$ cat src/rtl/cmdreg_pkg.sv
package cmdreg_pkg;

  // Default geometry of the command register
  localparam int unsigned WIDE_LANES_DEF   = 25;
  localparam int unsigned NARROW_LANES_DEF = 14;

  // Lane positions that the layout rules depend on
  localparam int unsigned CS_LANE_DEF      = 6;
  localparam int unsigned CKE_LANE_A_DEF   = 0;
  localparam int unsigned ODT_LANE_A_DEF   = 3;
  localparam int unsigned CKE_LANE_B_DEF   = 13;
  localparam int unsigned ODT_LANE_B_DEF   = 10;

  // Configuration straps, latched while reset is held
  typedef struct packed {
    logic split;    // 0: one-to-one, 1: split with A and B copies
    logic variant;  // split layout control placement: 0 = A, 1 = B
  } strap_t;

endpackage

$ cat src/rtl/cmdreg_lane_map.sv
module cmdreg_lane_map #(
  parameter int unsigned WIDE_LANES   = cmdreg_pkg::WIDE_LANES_DEF,
  parameter int unsigned NARROW_LANES = cmdreg_pkg::NARROW_LANES_DEF,
  parameter int unsigned CS_LANE      = cmdreg_pkg::CS_LANE_DEF,
  parameter int unsigned CKE_LANE_A   = cmdreg_pkg::CKE_LANE_A_DEF,
  parameter int unsigned ODT_LANE_A   = cmdreg_pkg::ODT_LANE_A_DEF,
  parameter int unsigned CKE_LANE_B   = cmdreg_pkg::CKE_LANE_B_DEF,
  parameter int unsigned ODT_LANE_B   = cmdreg_pkg::ODT_LANE_B_DEF
) (
  input  cmdreg_pkg::strap_t    straps,
  output logic [WIDE_LANES-1:0] live_mask,  // lanes registered at all
  output logic [WIDE_LANES-1:0] free_mask,  // control lanes, never gated
  output logic [WIDE_LANES-1:0] cs_mask     // lane carrying the select copy
);

  logic use_b_layout;
  assign use_b_layout = straps.split & straps.variant;

  for (genvar i = 0; i < WIDE_LANES; i++) begin : g_lane
    localparam bit IN_NARROW = (i < NARROW_LANES);
    localparam bit IS_CS     = (i == CS_LANE);
    localparam bit IS_CTRL_A = (i == CKE_LANE_A) || (i == ODT_LANE_A);
    localparam bit IS_CTRL_B = (i == CKE_LANE_B) || (i == ODT_LANE_B);

    assign live_mask[i] = IN_NARROW ? 1'b1 : ~straps.split;
    assign cs_mask[i]   = IS_CS;
    assign free_mask[i] = use_b_layout ? IS_CTRL_B : IS_CTRL_A;
  end

endmodule

$ cat src/rtl/cmdreg_core.sv
module cmdreg_core #(
  parameter int unsigned WIDE_LANES = cmdreg_pkg::WIDE_LANES_DEF,
  parameter int unsigned CS_LANE    = cmdreg_pkg::CS_LANE_DEF
) (
  input  logic                  clk,
  input  logic                  rst,
  input  logic                  cs_pri_n,
  input  logic                  cs_sec_n,
  input  logic [WIDE_LANES-1:0] d_bus,
  input  logic [WIDE_LANES-1:0] live_mask,
  input  logic [WIDE_LANES-1:0] free_mask,
  input  logic [WIDE_LANES-1:0] cs_mask,
  output logic [WIDE_LANES-1:0] lanes_q
);

  logic                  gate_open;
  logic [WIDE_LANES-1:0] lanes_d;
  logic [WIDE_LANES-1:0] gated_mask;

  // Either active-low select opens the data lanes
  assign gate_open  = ~cs_pri_n | ~cs_sec_n;
  assign gated_mask = live_mask & ~free_mask & ~cs_mask;

  for (genvar i = 0; i < WIDE_LANES; i++) begin : g_next
    always_comb begin
      if (!live_mask[i])                lanes_d[i] = 1'b0;
      else if (cs_mask[i])              lanes_d[i] = cs_pri_n;
      else if (free_mask[i] | gate_open) lanes_d[i] = d_bus[i];
      else                              lanes_d[i] = lanes_q[i];
    end
  end

  always_ff @(posedge clk) begin
    if (rst) lanes_q <= '0;
    else     lanes_q <= lanes_d;
  end

  AST_HOLD_WHEN_DESELECTED: assert property (@(posedge clk) disable iff (rst)
    (cs_pri_n && cs_sec_n) |=> ((lanes_q ^ $past(lanes_q)) & gated_mask) == '0)
    else $error("gated lanes changed while deselected");

  AST_CAPTURE_WHEN_SELECTED: assert property (@(posedge clk) disable iff (rst)
    (!cs_pri_n || !cs_sec_n) |=> (lanes_q & gated_mask) == ($past(d_bus) & gated_mask))
    else $error("gated lanes missed a selected capture");

  AST_CTRL_UNGATED: assert property (@(posedge clk) disable iff (rst)
    (cs_pri_n && cs_sec_n) |=> (lanes_q & free_mask) == ($past(d_bus) & free_mask))
    else $error("control lanes were held by the gating");

  AST_CS_COPY: assert property (@(posedge clk) disable iff (rst)
    (!cs_pri_n || cs_pri_n) |=> lanes_q[CS_LANE] == $past(cs_pri_n))
    else $error("select copy lane wrong");

endmodule

$ cat src/rtl/cmdreg_fanout.sv
module cmdreg_fanout #(
  parameter int unsigned WIDE_LANES   = cmdreg_pkg::WIDE_LANES_DEF,
  parameter int unsigned NARROW_LANES = cmdreg_pkg::NARROW_LANES_DEF
) (
  input  logic                    split,
  input  logic [WIDE_LANES-1:0]   lanes_q,
  output logic [WIDE_LANES-1:0]   q_a,
  output logic [NARROW_LANES-1:0] q_b
);

  localparam int unsigned UPPER_LANES = WIDE_LANES - NARROW_LANES;

  // Upper lanes are already cleared in the register when split
  assign q_a = split ? {{UPPER_LANES{1'b0}}, lanes_q[NARROW_LANES-1:0]} : lanes_q;
  assign q_b = split ? lanes_q[NARROW_LANES-1:0] : '0;

endmodule

$ cat src/rtl/csgated_cmd_reg.sv
module csgated_cmd_reg #(
  parameter int unsigned WIDE_LANES   = cmdreg_pkg::WIDE_LANES_DEF,
  parameter int unsigned NARROW_LANES = cmdreg_pkg::NARROW_LANES_DEF
) (
  input  logic                    clk,
  input  logic                    rst,
  input  logic                    cfg_split,
  input  logic                    cfg_variant,
  input  logic                    cs_pri_n,
  input  logic                    cs_sec_n,
  input  logic [WIDE_LANES-1:0]   d_bus,
  output logic [WIDE_LANES-1:0]   q_a,
  output logic [NARROW_LANES-1:0] q_b
);

  cmdreg_pkg::strap_t    straps_q;
  logic [WIDE_LANES-1:0] live_mask;
  logic [WIDE_LANES-1:0] free_mask;
  logic [WIDE_LANES-1:0] cs_mask;
  logic [WIDE_LANES-1:0] lanes_q;

  // Straps are only sampled while reset is held
  always_ff @(posedge clk) begin
    if (rst) begin
      straps_q.split   <= cfg_split;
      straps_q.variant <= cfg_variant;
    end
  end

  cmdreg_lane_map #(
    .WIDE_LANES  (WIDE_LANES),
    .NARROW_LANES(NARROW_LANES)
  ) i_lane_map (
    .straps   (straps_q),
    .live_mask(live_mask),
    .free_mask(free_mask),
    .cs_mask  (cs_mask)
  );

  cmdreg_core #(
    .WIDE_LANES(WIDE_LANES)
  ) i_core (
    .clk      (clk),
    .rst      (rst),
    .cs_pri_n (cs_pri_n),
    .cs_sec_n (cs_sec_n),
    .d_bus    (d_bus),
    .live_mask(live_mask),
    .free_mask(free_mask),
    .cs_mask  (cs_mask),
    .lanes_q  (lanes_q)
  );

  cmdreg_fanout #(
    .WIDE_LANES  (WIDE_LANES),
    .NARROW_LANES(NARROW_LANES)
  ) i_fanout (
    .split  (straps_q.split),
    .lanes_q(lanes_q),
    .q_a    (q_a),
    .q_b    (q_b)
  );

  AST_RESET_CLEARS: assert property (@(posedge clk)
    rst |=> (q_a == '0 && q_b == '0))
    else $error("outputs not cleared by reset");

  AST_WIDE_NO_B_COPY: assert property (@(posedge clk) disable iff (rst)
    !straps_q.split |=> q_b == '0)
    else $error("B copy active in one-to-one layout");

  AST_SPLIT_COPIES: assert property (@(posedge clk) disable iff (rst)
    straps_q.split |=> (q_b == q_a[NARROW_LANES-1:0]) &&
                       (q_a[WIDE_LANES-1:NARROW_LANES] == '0))
    else $error("split copies disagree");

  AST_TIED_SECONDARY: assert property (@(posedge clk) disable iff (rst)
    (!cs_sec_n && !straps_q.split) |=>
      (q_a & ~free_mask & ~cs_mask) == ($past(d_bus) & ~free_mask & ~cs_mask))
    else $error("tied secondary select did not disable gating");

endmodule

$ cat config.mk
export PLATFORM = sky130hd
export DESIGN_NAME = csgated_cmd_reg
export DESIGN_NICKNAME = d
export VERILOG_FILES = /design/src/rtl/cmdreg_pkg.sv /design/src/rtl/cmdreg_lane_map.sv /design/src/rtl/cmdreg_core.sv /design/src/rtl/cmdreg_fanout.sv /design/src/rtl/csgated_cmd_reg.sv
export SDC_FILE = /design/constraint.sdc
export NUM_CORES = 1
export LEC_CHECK = 0
export ABC_AREA = 1
export BUFFER_PORTS_ARGS = -buffer_cell sky130_fd_sc_hd__buf_2
export CORE_MARGIN = 2
export CORE_UTILIZATION = 44
export DETAILED_ROUTE_END_ITERATION = 10
export GPL_TIMING_DRIVEN = 0
export PLACE_DENSITY_LB_ADDON = 0.25
export REMOVE_ABC_BUFFERS = 1
export SLEW_MARGIN = 25
export SYNTH_ARGS = -nofsm -noshare
export SYNTH_HDL_FRONTEND = slang
export SYNTH_SLANG_ARGS = --single-unit
export TNS_END_PERCENT = 30
$ cat constraint.sdc
create_clock -name clk -period 1.5 [get_ports clk]
set_clock_uncertainty 0.05 [all_clocks]
set_input_delay 0.45 -clock clk [delete_from_list [all_inputs] [get_ports clk]]
set_output_delay 0.45 -clock clk [all_outputs]
set_load 0.02 [all_outputs]
### Word-level counts from Yosys, hierarchy flattened

Cells that the tools add are included.

* reductions and logical operators: 1
* bitwise logic cells: 6
* muxes and demuxes: 4

Operators by type and width (number)
* two-way mux 25 bit: 1
* two-way mux 14 bit: 1
* OR 1 bit: 3
* two-way mux 1 bit: 2
* inverter 1 bit: 2
* OR reduction 2 bit: 1
* bitwise AND 1 bit: 1

* input port bits: 31
* output and inout port bits: 39
* flip-flop bits (word level): 27

### Longest topological paths before layout

Gate-level depths: netlist of the first run.

* depth after elaboration: 3
* gate-level depth with buffers: 6
* gate-level depth less buffers: 5

### By module

From an unflattened synthesis of the first run, not the netlist that was laid out.

* cell total of the unflattened synthesis: 559
* area total of the unflattened synthesis: 3005.4 µm²

By module, submodules not included
* cmdreg_core: instances 1, cells an instance 412, area each 2049.5 µm²
* cmdreg_lane_map: instances 1, cells an instance 78, area each 569.3 µm²
* cmdreg_fanout: instances 1, cells an instance 67, area each 326.6 µm²
* csgated_cmd_reg: instances 1, cells an instance 2, area each 60.1 µm²

### Worst setup path after synthesis of the first run

No wires, ideal clock.

* path type: register to output
* start point: register, netlist name straps_q[1]
* end point: output port q_a[14]
* slack: 0.037 ns
* stages on the path, launching flop included: 4
* path buffers: 2
* data arrival time: 0.963 ns
* cell sequence: edfxtp_1 > buf_6 > buf_2 > nor2_1

* longest elaborated chain between the ends: 1

RTL lines
* two-way mux 25 bit: RTL line cmdreg_fanout.sv:14 `assign q_a = split ? {{UPPER_LANES{1'b0}}, lanes_q[NARROW_LANES-1:0]} : lanes_q;`
* to (decl): RTL line csgated_cmd_reg.sv:12 `output logic [WIDE_LANES-1:0] q_a,`

Every way passes these cells.

### Final worst setup path of the first run

* start point: register, netlist name straps_q[1]
* end point: output port q_a[23]

* longest elaborated chain between the ends: 1

RTL lines (RTL line)
* two-way mux 25 bit: cmdreg_fanout.sv:14

Every way passes these cells.

==> metrics.txt, run 1 <==
status complete, but fails checks; failing checks design-rule violations, negative setup slack; TritonCTS clock tree yes; Area Overhead vs Synth 26.38%; first-pass GRT wire length 4153 um; HP Class in2reg; Layout fillers between 200 and 300; share of cells above drive strength 1 between 30% and 40%; number of global-route vias before repair between 900 and 1000; total grt overflow 0; sequential cell area roughly 560 um2; share of the synthesized area in the top cell type a little under two fifths; PD cells ~860 nW/um2; Synth top cells by count 42 x nand2_1, 36 x nor2_1, 30 x inv_1; worst stage delay on the critical path 0.47 ns; largest net degree at the start of global routing 25; final worst setup slack -0.2306 ns; Top delay family on crit path flip-flops; Via Count ~1200; Synth Area per Inst about 7 um2; fin area roughly 1700 um2; HPWL Detailed 1799 um; sequential fraction of design power around 56%; Setup violations, final 25; leakage ~0.93 nW; worst-case clock buffer depth 2; via density per instance 4.324; clk root buf clkbuf_4; Initial Utilization about 47%; worst-skew pair later-pin latency around 0.31 ns; sw power ~0.43 mW; Yosys reg bits 27; Crit. End Element primary output; VDD IR max a little over 0.0005 V; routed wire length roughly 2600 um; post-synthesis cell count ~190; WP data arrival between 1 and 1.5 ns; cell taking the most area after synthesis dfxtp_1; CP Cell Sequence buf_6 -> nor2_1 -> buf_4; ys flop type dfxtp_1; CTS Sinks 27; drc violations 7; Final Max Slew Viols 0; footprint of the multi-input gates 480.5 um2; Worst-path clk slew about 0.14 ns; critical path's slowest cell edfxtp_1; Switching Fraction between 20% and 30%; Worst Path Required 1.00 ns; initial antenna violation count 0; max-cap viol count 0; post-route insts no fill 272; EDFF count, synth 2; DR WL/cell approximately 9.6 um; Power Internal around 1.0 mW; core region area 2805 um2; Inst Count DP between 200 and 300; top-count cell post-synth nand2_1; die width a little under 60 um; Cell variety after synth 17; fin util between 50% and 60%; CP Launch Type flop; Max Fclk 577.8 MHz; top post-synthesis cells by area dfxtp_1 38%, nand2_1 12%, nor2_1 10%; Gate power share roughly a quarter; endpoints failing hold 0; Crit Path Class reg2out; NumNets Final between 200 and 300; CTS Buf Count 3; Worst Max-Slew Pin Slew between 0.3 and 0.4 ns; Critical path buffers and inverters 2; post-synthesis sequential area ratio between 40% and 50%; Rel. slew slack between 70 and 80%; DRT antenna net count 0; Async SR Flop Fraction 0%; H-tree depth 1; placed cell areas around 1500 um2; DRT iter0 DRCs 31; # port buffers 68; hold slack roughly 0.25 ns; crit-path max FO 13; period utilisation layout 115.4%; drt first pass iters 7; Cell Area, Synth between 1000 and 1500 um2; # rows 19; Period minus WS final 1.731 ns; die area ~3500 um2; # IOs 70; RSZ-0062 raised after global routing true; GRT Overall Usage 15.66%; Placer Congestion approximately 0.71; hold_buf cts 0; YS warnings 0; die height slightly below 60 um; Ant. Diodes 0; Clock Power Share a little over a fifth
[routing by layer]
| metal | share of wire (%) | global-route usage, % | up-vias |
|---|---|---|---|
| li1 | - | - | 642 |
| met1 | 45 | 19.94 | 488 |
| met2 | 47 | 26.35 | 46 |
| met3 | 8.1 | 3.516 | 0 |
| met4 | 0 | 4.870 | 0 |
| met5 | 0 | 0 | - |
[power groups by stage]
stage | logic (mW) | clock network, mW | registers [mW]
floorplan | 0.145 | 0 | 0.852
global placement | 0.285 | 0 | 0.828
detailed placement | 0.288 | 0 | 0.829
CTS | 0.323 | 0.319 | 0.798
global route | 0.368 | 0.348 | 0.806
finish | 0.333 | 0.299 | 0.799
[stage by stage]
| step | worst slack (ns) | setup TNS (ns) | total power [mW] |
|---|---|---|---|
| floorplan | -0.02700 | -0.2970 | 0.9977 |
| global placement | -0.2723 | -7.928 | 1.112 |
| global route | -0.3166 | -7.102 | 1.522 |
| detailed placement | -0.2681 | -7.966 | 1.116 |
| finish | -0.2306 | -5.153 | 1.431 |
| CTS | -0.2288 | -5.237 | 1.440 |
[state kept, by name, indices dropped and copies added (netlist names)]
register and cells:
i_core.lanes_q 25, straps_q 2
[repair_timing]
action,CTS,global route
buffers inserted,3,1
setup endpoints to repair,40,25
gates resized for setup,15,10
hold endpoints to repair,0,0
pin swaps,3,0
[placed cells by master, fill, tap and decap left out, drive strengths merged]
cell    Yosys  final
dfxtp      25     25
buf        21     72
clkinv      0      1
nor2       37     37
a21oi      13     13
o21ai       9      9
nand2      44     44
inv        32     32
nand3       2      2
clkbuf      2      3
or2         1      1
edfxtp      2      2
[path summary, 6_finish.rpt]
path / startpoint / end / slack [ns] / cells past startpoint
setup / recovery: straps_q[1] / q_a[23] / -0.23 / 3
hold / removal: cfg_split / straps_q[1] / 0.25 / 1
setup reg to reg: straps_q[1] / i_core.lanes_q[3] / 0.22 / 7
hold reg to reg: i_core.lanes_q[14] / i_core.lanes_q[14] / 0.42 / 2
[worst reg2reg max path: stages, from the launching register on]
cell and delay (ns):
edfxtp_1 0.44, buf_6 0.18, buf_4 0.12, nand2_2 0.07, nor2_2 0.17, nand2_1 0.07, nand2_1 0.06, nor2_1 0.04
[final cells by class]
| type | count | area share (%) |
|---|---|---|
| Sequential cell | 27 | 33.63 |
| Multi-Input combinational cell | 106 | 28.83 |
| Timing Repair Buffer | 72 | 26.35 |
| Inverter | 32 | 7.207 |
| Tap cell | 31 | 2.327 |
| Clock buffer | 3 | 1.351 |
| Clock inverter | 1 | 0.3003 |
[kinds of logic (layout without fill, tap and decap cells)]
| group | after synthesis | after routing | share of synthesized area (%) |
|---|---|---|---|
| and+or+nand+nor | 84 | 84 | 25.05 |
| AOI/OAI and AO/OA | 22 | 22 | 11.19 |
| DFF | 27 | 27 | 42.50 |
| buffers and inverters | 55 | 108 | 21.25 |
(Power assumes the default switching activity.)
==> inputs of run 2 (changes only) <==
- CORE_UTILIZATION: 44 -> 46
- CTS_BUF_LIST: not set -> sky130_fd_sc_hd__clkbuf_8
==> run 2 against run 1 <==
The run ends with negative setup slack left; critical endpoint is now q_a[17]; die area shrank 4.0%; routed wire length is 2.1% lower; global-route usage grew 0.45 points.
==> metrics.txt, run 2 (synthesis gave the netlist of run 1 again) <==
Ant. Diodes 0 (unchanged); TritonCTS clock tree yes; most frequent cells in the layout 51 x buf_2, 42 x nand2_1, 35 x nor2_1, 31 x inv_1, 25 x dfxtp_1; Crit Path Class reg2out; max-cap viol count 0 (unchanged); CP Cell Sequence buf_6 -> nor2_1 -> buf_4; CTS Buf Count 3 (unchanged); largest reg by FF count i_core.lanes_q; Hold Path Stages 1 (unchanged); Final Max Slew Viols 0 (unchanged); status complete, but fails checks; drc violations 0 (-7); hold endpoint straps_q[0]; leakage 0.9370 nW (+0.39%); most common cell after layout, fill and taps aside buf_2; Power Internal 1.081 mW (+7.7%); initial antenna violation count 0 (unchanged); die height 57.55 um (-2.0%); max FFs per register 25 (unchanged); DP Worst Slack -0.2784 ns (-0.01038 ns); die width 57.55 um (-2.0%); FF-to-FF Start straps_q[1]; first-pass GRT wire length 4195 um (+1.0%); CTS Sinks 27 (unchanged); met3 WL 211 um (-0.94%); reg2reg setup slack 0.25 ns (+0.03 ns); Via Count 1162 (-1.2%); Worst-path clk slew 0.09 ns (-0.05 ns); core region area 2734 um2 (-2.5%); # port buffers 68 (unchanged); CP Launch Type flop; Clock Power Share 25.9% (+5.0 points); Inst Count DP 264 (unchanged); Switching Fraction 28.59% (-1.3 points); critical path's slowest cell edfxtp_1; worst stage delay on the critical path 0.43 ns (-0.04 ns); HPWL Detailed 1729 um (-3.9%); Setup violations, final 25 (unchanged); share of cells above drive strength 1 37.92% (-0.67 points); drt first pass iters 4 (-3); reg2reg end i_core.lanes_q[0]; NumNets Final 272 (-0.37%); DRT antenna net count 0 (unchanged); hold path start cfg_variant; Initial Utilization 48.24% (+1.2 points); PD cells 909.0 nW/um2 (+5.9%); Gate power share 21.5% (-1.8 points); GRT Overall Usage 16.11% (+0.45 points); endpoints failing hold 0 (unchanged); DR WL/cell 9.480 um (-1.7%); Area Overhead vs Synth 26.28% (about the same); DRT iter0 DRCs 30 (-3.2%); placed cell areas 1538 um2 (unchanged); total grt overflow 0 (unchanged); fin area 1665 um2 (about the same); H-tree depth 1 (unchanged); final worst setup slack -0.1444 ns (+0.08615 ns); setup_tns -2.861 ns (+2.292 ns); clk root buf clkbuf_8; Placer Congestion 0.6740 (-5.0%); sw power 0.4327 mW (+1.3%); uppermost layer routed met4; Total Power 1.514 mW (+5.8%); Met2 Wirelength 1145 um (-7.3%); RSZ-0062 raised after global routing true; Period minus WS final 1.644 ns (-0.08615 ns); R2R depth 7 (unchanged); failing checks negative setup slack; fin util 60.92% (+1.5 points); die area 3311 um2 (-4.0%); post-route insts no fill 271 (-0.37%); Worst Max-Slew Pin Slew 0.3994 ns (+0.005880 ns); crit-path max FO 13 (unchanged); # rows 19 (unchanged); Max Fclk 608.1 MHz (+5.2%); WP data arrival 1.14 ns (-0.09 ns); largest net degree at the start of global routing 25 (unchanged); period utilisation layout 109.6% (-5.7 points); # IOs 70 (unchanged); hold slack 0.3037 ns (+0.05442 ns); Rel. slew slack 73.28% (-0.39 points); biggest regs i_core.lanes_q (25), straps_q (2); via density per instance 4.288 (-0.83%); wl on met1 1201 um (+2.3%); HP Class in2reg; routed wire length 2569 um (-2.1%); sequential fraction of design power 52.6% (-3.2 points); VDD IR max 0.0006008 V (+19%); Crit. End Element primary output; worst-case clock buffer depth 2 (unchanged); number of global-route vias before repair 980 (+1.2%); Worst Path Required 1.00 ns (about the same); worst-skew pair later-pin latency 0.26 ns (-0.05 ns)
run 2: changes by cell type in the layout (fill, tap and decap cells not counted):
cell / change
buf_4: +2
buf_6: -3
clkbuf_4: -3
clkbuf_8: +3
clkinv_2: -1
inv_1: +1
run 2: final cells by class:
cell class / count / area [um2]
fillers: 264 / 1069
flip-flops and latches: 27 / 560.5
multi-input cells: 106 / 480.5
repair buffers: 71 / 420.4
inverters: 32 / 120.1
clock buffers: 3 / 41.29
well taps: 31 / 38.79
clock inverters: 1 / 3.754
run 2: power groups by stage:
stage	logic [mW]	clock network (mW)	registers, mW
finish	0.325	0.392	0.796
global route	0.364	0.437	0.802
CTS	0.318	0.407	0.796
detailed placement	0.287	0	0.828
global placement	0.285	0	0.827
floorplan	0.145	0	0.852
run 2: worst max-delay path by stage:
stage               depth (start not counted)  endpoint        start  slack [ns]
floorplan                                   1   q_a[14]  straps_q[1]       -0.03
global placement                            3   q_b[10]  straps_q[1]       -0.27
detailed placement                          3    q_b[1]  straps_q[1]       -0.28
CTS                                         4    q_b[1]  straps_q[1]       -0.14
global route                                3   q_a[17]  straps_q[1]       -0.21
finish                                      3   q_a[17]  straps_q[1]       -0.14
run 2: repair_timing:
item | in CTS | in global routing
setup buffers | 2 | 1
gates resized for setup | 13 | 9
pin swaps | 0 | 0
hold buffers | 0 | 0
setup endpoints to repair | 40 | 25
run 2: per-layer routing:
metal | track usage (%) | vias up
li1 | - | 639
met1 | 20.20 | 475
met2 | 27.44 | 46
met3 | 2.948 | 2
met4 | 5.980 | 0
met5 | 0 | -
run 2: worst max-delay path: cells and delay by family, from the launching register on:
family	cells	cell delay (ns)
flip-flops	1	0.43
buffers and inverters	2	0.33
AND/OR/NAND/NOR	1	0.12
==> inputs of run 3 (changes only) <==
- CORE_UTILIZATION: 46 -> 25
==> run 3 against run 2 <==
Worst hold slack got worse by 0.017 ns; non-clock buffer count rose by 1; sequential power barely moved; the run still ends with negative setup slack left; routed wire length rose by 17%; via count rose by 2.7%; clock-buffer cell count did not move; final area rose by 2.6%; first-iteration DRC count fell by 17%; critical path depth did not move; sequential share of layout area fell by 0.86 points; critical endpoint is now q_a[15].
==> metrics.txt, run 3 (synthesis gave the netlist of run 1 again) <==
status complete, but fails checks; failing checks negative setup slack; Ant. Diodes 0 (unchanged); largest reg by FF count i_core.lanes_q; worst-skew pair later-pin latency 0.28 ns (+0.02 ns); CP Launch Type flop; period utilisation layout 111.5% (+1.9 points); most frequent cells in the layout 56 x buf_2, 42 x nand2_1, 35 x nor2_1, 30 x inv_1, 25 x dfxtp_1; Total Power 1.563 mW (+3.3%); max FFs per register 25 (unchanged); # IOs 70 (unchanged); Rel. slew slack 70.49% (-2.8 points); share of cells above drive strength 1 38.59% (+0.67 points); biggest regs i_core.lanes_q (25), straps_q (2); VDD IR max 0.0004600 V (-23%); Via Count 1193 (+2.7%); total grt overflow 0 (unchanged); most common cell after layout, fill and taps aside buf_2; DR WL/cell 9.630 um (+1.6%); TritonCTS clock tree yes; GRT Overall Usage 10.42% (-5.7 points); Initial Utilization 25.82% (-22 points); largest net degree at the start of global routing 25 (unchanged); Layout fillers 586 (+120%); drc violations 0 (unchanged); die height 76.63 um (+33%); # port buffers 68 (unchanged); CTS Sinks 27 (unchanged); NumNets Final 273 (+0.37%); number of global-route vias before repair 1113 (+14%); hold_buf cts 0 (unchanged); Hold Path Stages 1 (unchanged); Crit Path Class reg2out; first-pass GRT wire length 5023 um (+20%); clk root buf clkbuf_8; Worst Max-Slew Pin Slew 0.4410 ns (+0.04166 ns); leakage 0.9352 nW (-0.19%); RSZ-0062 raised after global routing true; R2R depth 4 (-3); via density per instance 3.836 (-11%); core region area 5107 um2 (+87%); Period minus WS final 1.673 ns (+0.02861 ns); die area 5872 um2 (+77%); HPWL Detailed 2054 um (+19%); max-cap viol count 0 (unchanged); drt first pass iters 4 (unchanged); crit-path max FO 12 (-1); endpoints failing hold 0 (unchanged); Worst-path clk slew 0.11 ns (+0.02 ns); PD cells 914.7 nW/um2 (+0.63%); DRT antenna net count 0 (unchanged); Setup violations, final 25 (unchanged); Worst Path Required 1.00 ns (about the same); HP Class in2reg; H-tree depth 1 (unchanged); Crit. End Element primary output; die width 76.63 um (+33%); final worst setup slack -0.1730 ns (-0.02861 ns); Area Overhead vs Synth 29.60%; CTS Buf Count 3 (unchanged); setup_tns -3.839 ns (-0.9779 ns); routed wire length 2995 um (+17%); # rows 26 (+7); worst-case clock buffer depth 2 (unchanged); Max Fclk 597.7 MHz (-1.7%); Final Max Slew Viols 0 (unchanged); WP data arrival 1.17 ns (+0.03 ns); Placer Congestion 0.6307 (-6.4%); DRT iter0 DRCs 25 (-17%); initial antenna violation count 0 (unchanged)
==> run 3: timing repair <==
action / CTS / global route
buffers inserted: 4 / 0
resized for setup: 15 / 1
cloned: 0 / 0
endpoints found under the setup margin: 40 / 26
==> run 3: layout make-up <==
cell class / instances / area (um2) / share of cell area (%)
well taps: 70 / 87.58 / 5.124
inverters: 32 / 120.1 / 7.028
repair buffers: 72 / 411.6 / 24.08
flip-flops and latches: 27 / 560.5 / 32.80
clock buffers: 3 / 41.29 / 2.416
multi-input cells: 106 / 480.5 / 28.11
clock inverters: 1 / 7.507 / 0.4392
==> run 3: report_power, final <==
| group | internal (mW) | total (mW) | switching, mW |
|---|---|---|---|
| logic | 0.126 | 0.327 | 0.202 |
| clock network | 0.189 | 0.438 | 0.249 |
| registers | 0.770 | 0.798 | 0.0275 |
| total | 1.08 | 1.56 | 0.479 |
==> run 3: worst max-delay path, stage by stage (launching register included) <==
cell and delay, ns:
edfxtp_1 0.45, buf_6 0.18, nor2_1 0.11, buf_4 0.15
==> run 3: path summary, 6_finish.rpt <==
check                          start                  to  slack, ns
setup / recovery         straps_q[1]             q_a[15]      -0.17
hold / removal             cfg_split         straps_q[1]       0.29
setup reg to reg         straps_q[1]  i_core.lanes_q[14]       0.14
hold reg to reg   i_core.lanes_q[14]  i_core.lanes_q[14]       0.42
==> run 3: metrics by stage <==
stage	hold WS [ns]	instance area, um2	worst slack, ns	std cells	utilization (%)
3_3_place_gp	0.4035	1587	-0.3605	303	31.06
5_1_grt	0.2704	1709	-0.2588	311	33.46
6_report	0.2866	1709	-0.1730	311	33.46
4_1_cts	0.2776	1707	-0.1726	311	33.42
2_1_floorplan	0.3909	1159	-0.02700	165	-
3_5_place_dp	0.4101	1587	-0.3716	303	31.06
==> run 3: routing by layer <==
| metal | vias to the layer above | global-route usage (%) | wire length [um] |
|---|---|---|---|
| li1 | 642 | - | - |
| met4 | 0 | 2.182 | 17 |
| met1 | 505 | 12.70 | 1437 |
| met2 | 44 | 17.88 | 1315 |
| met5 | - | 0 | 0 |
| met3 | 2 | 3.436 | 226 |
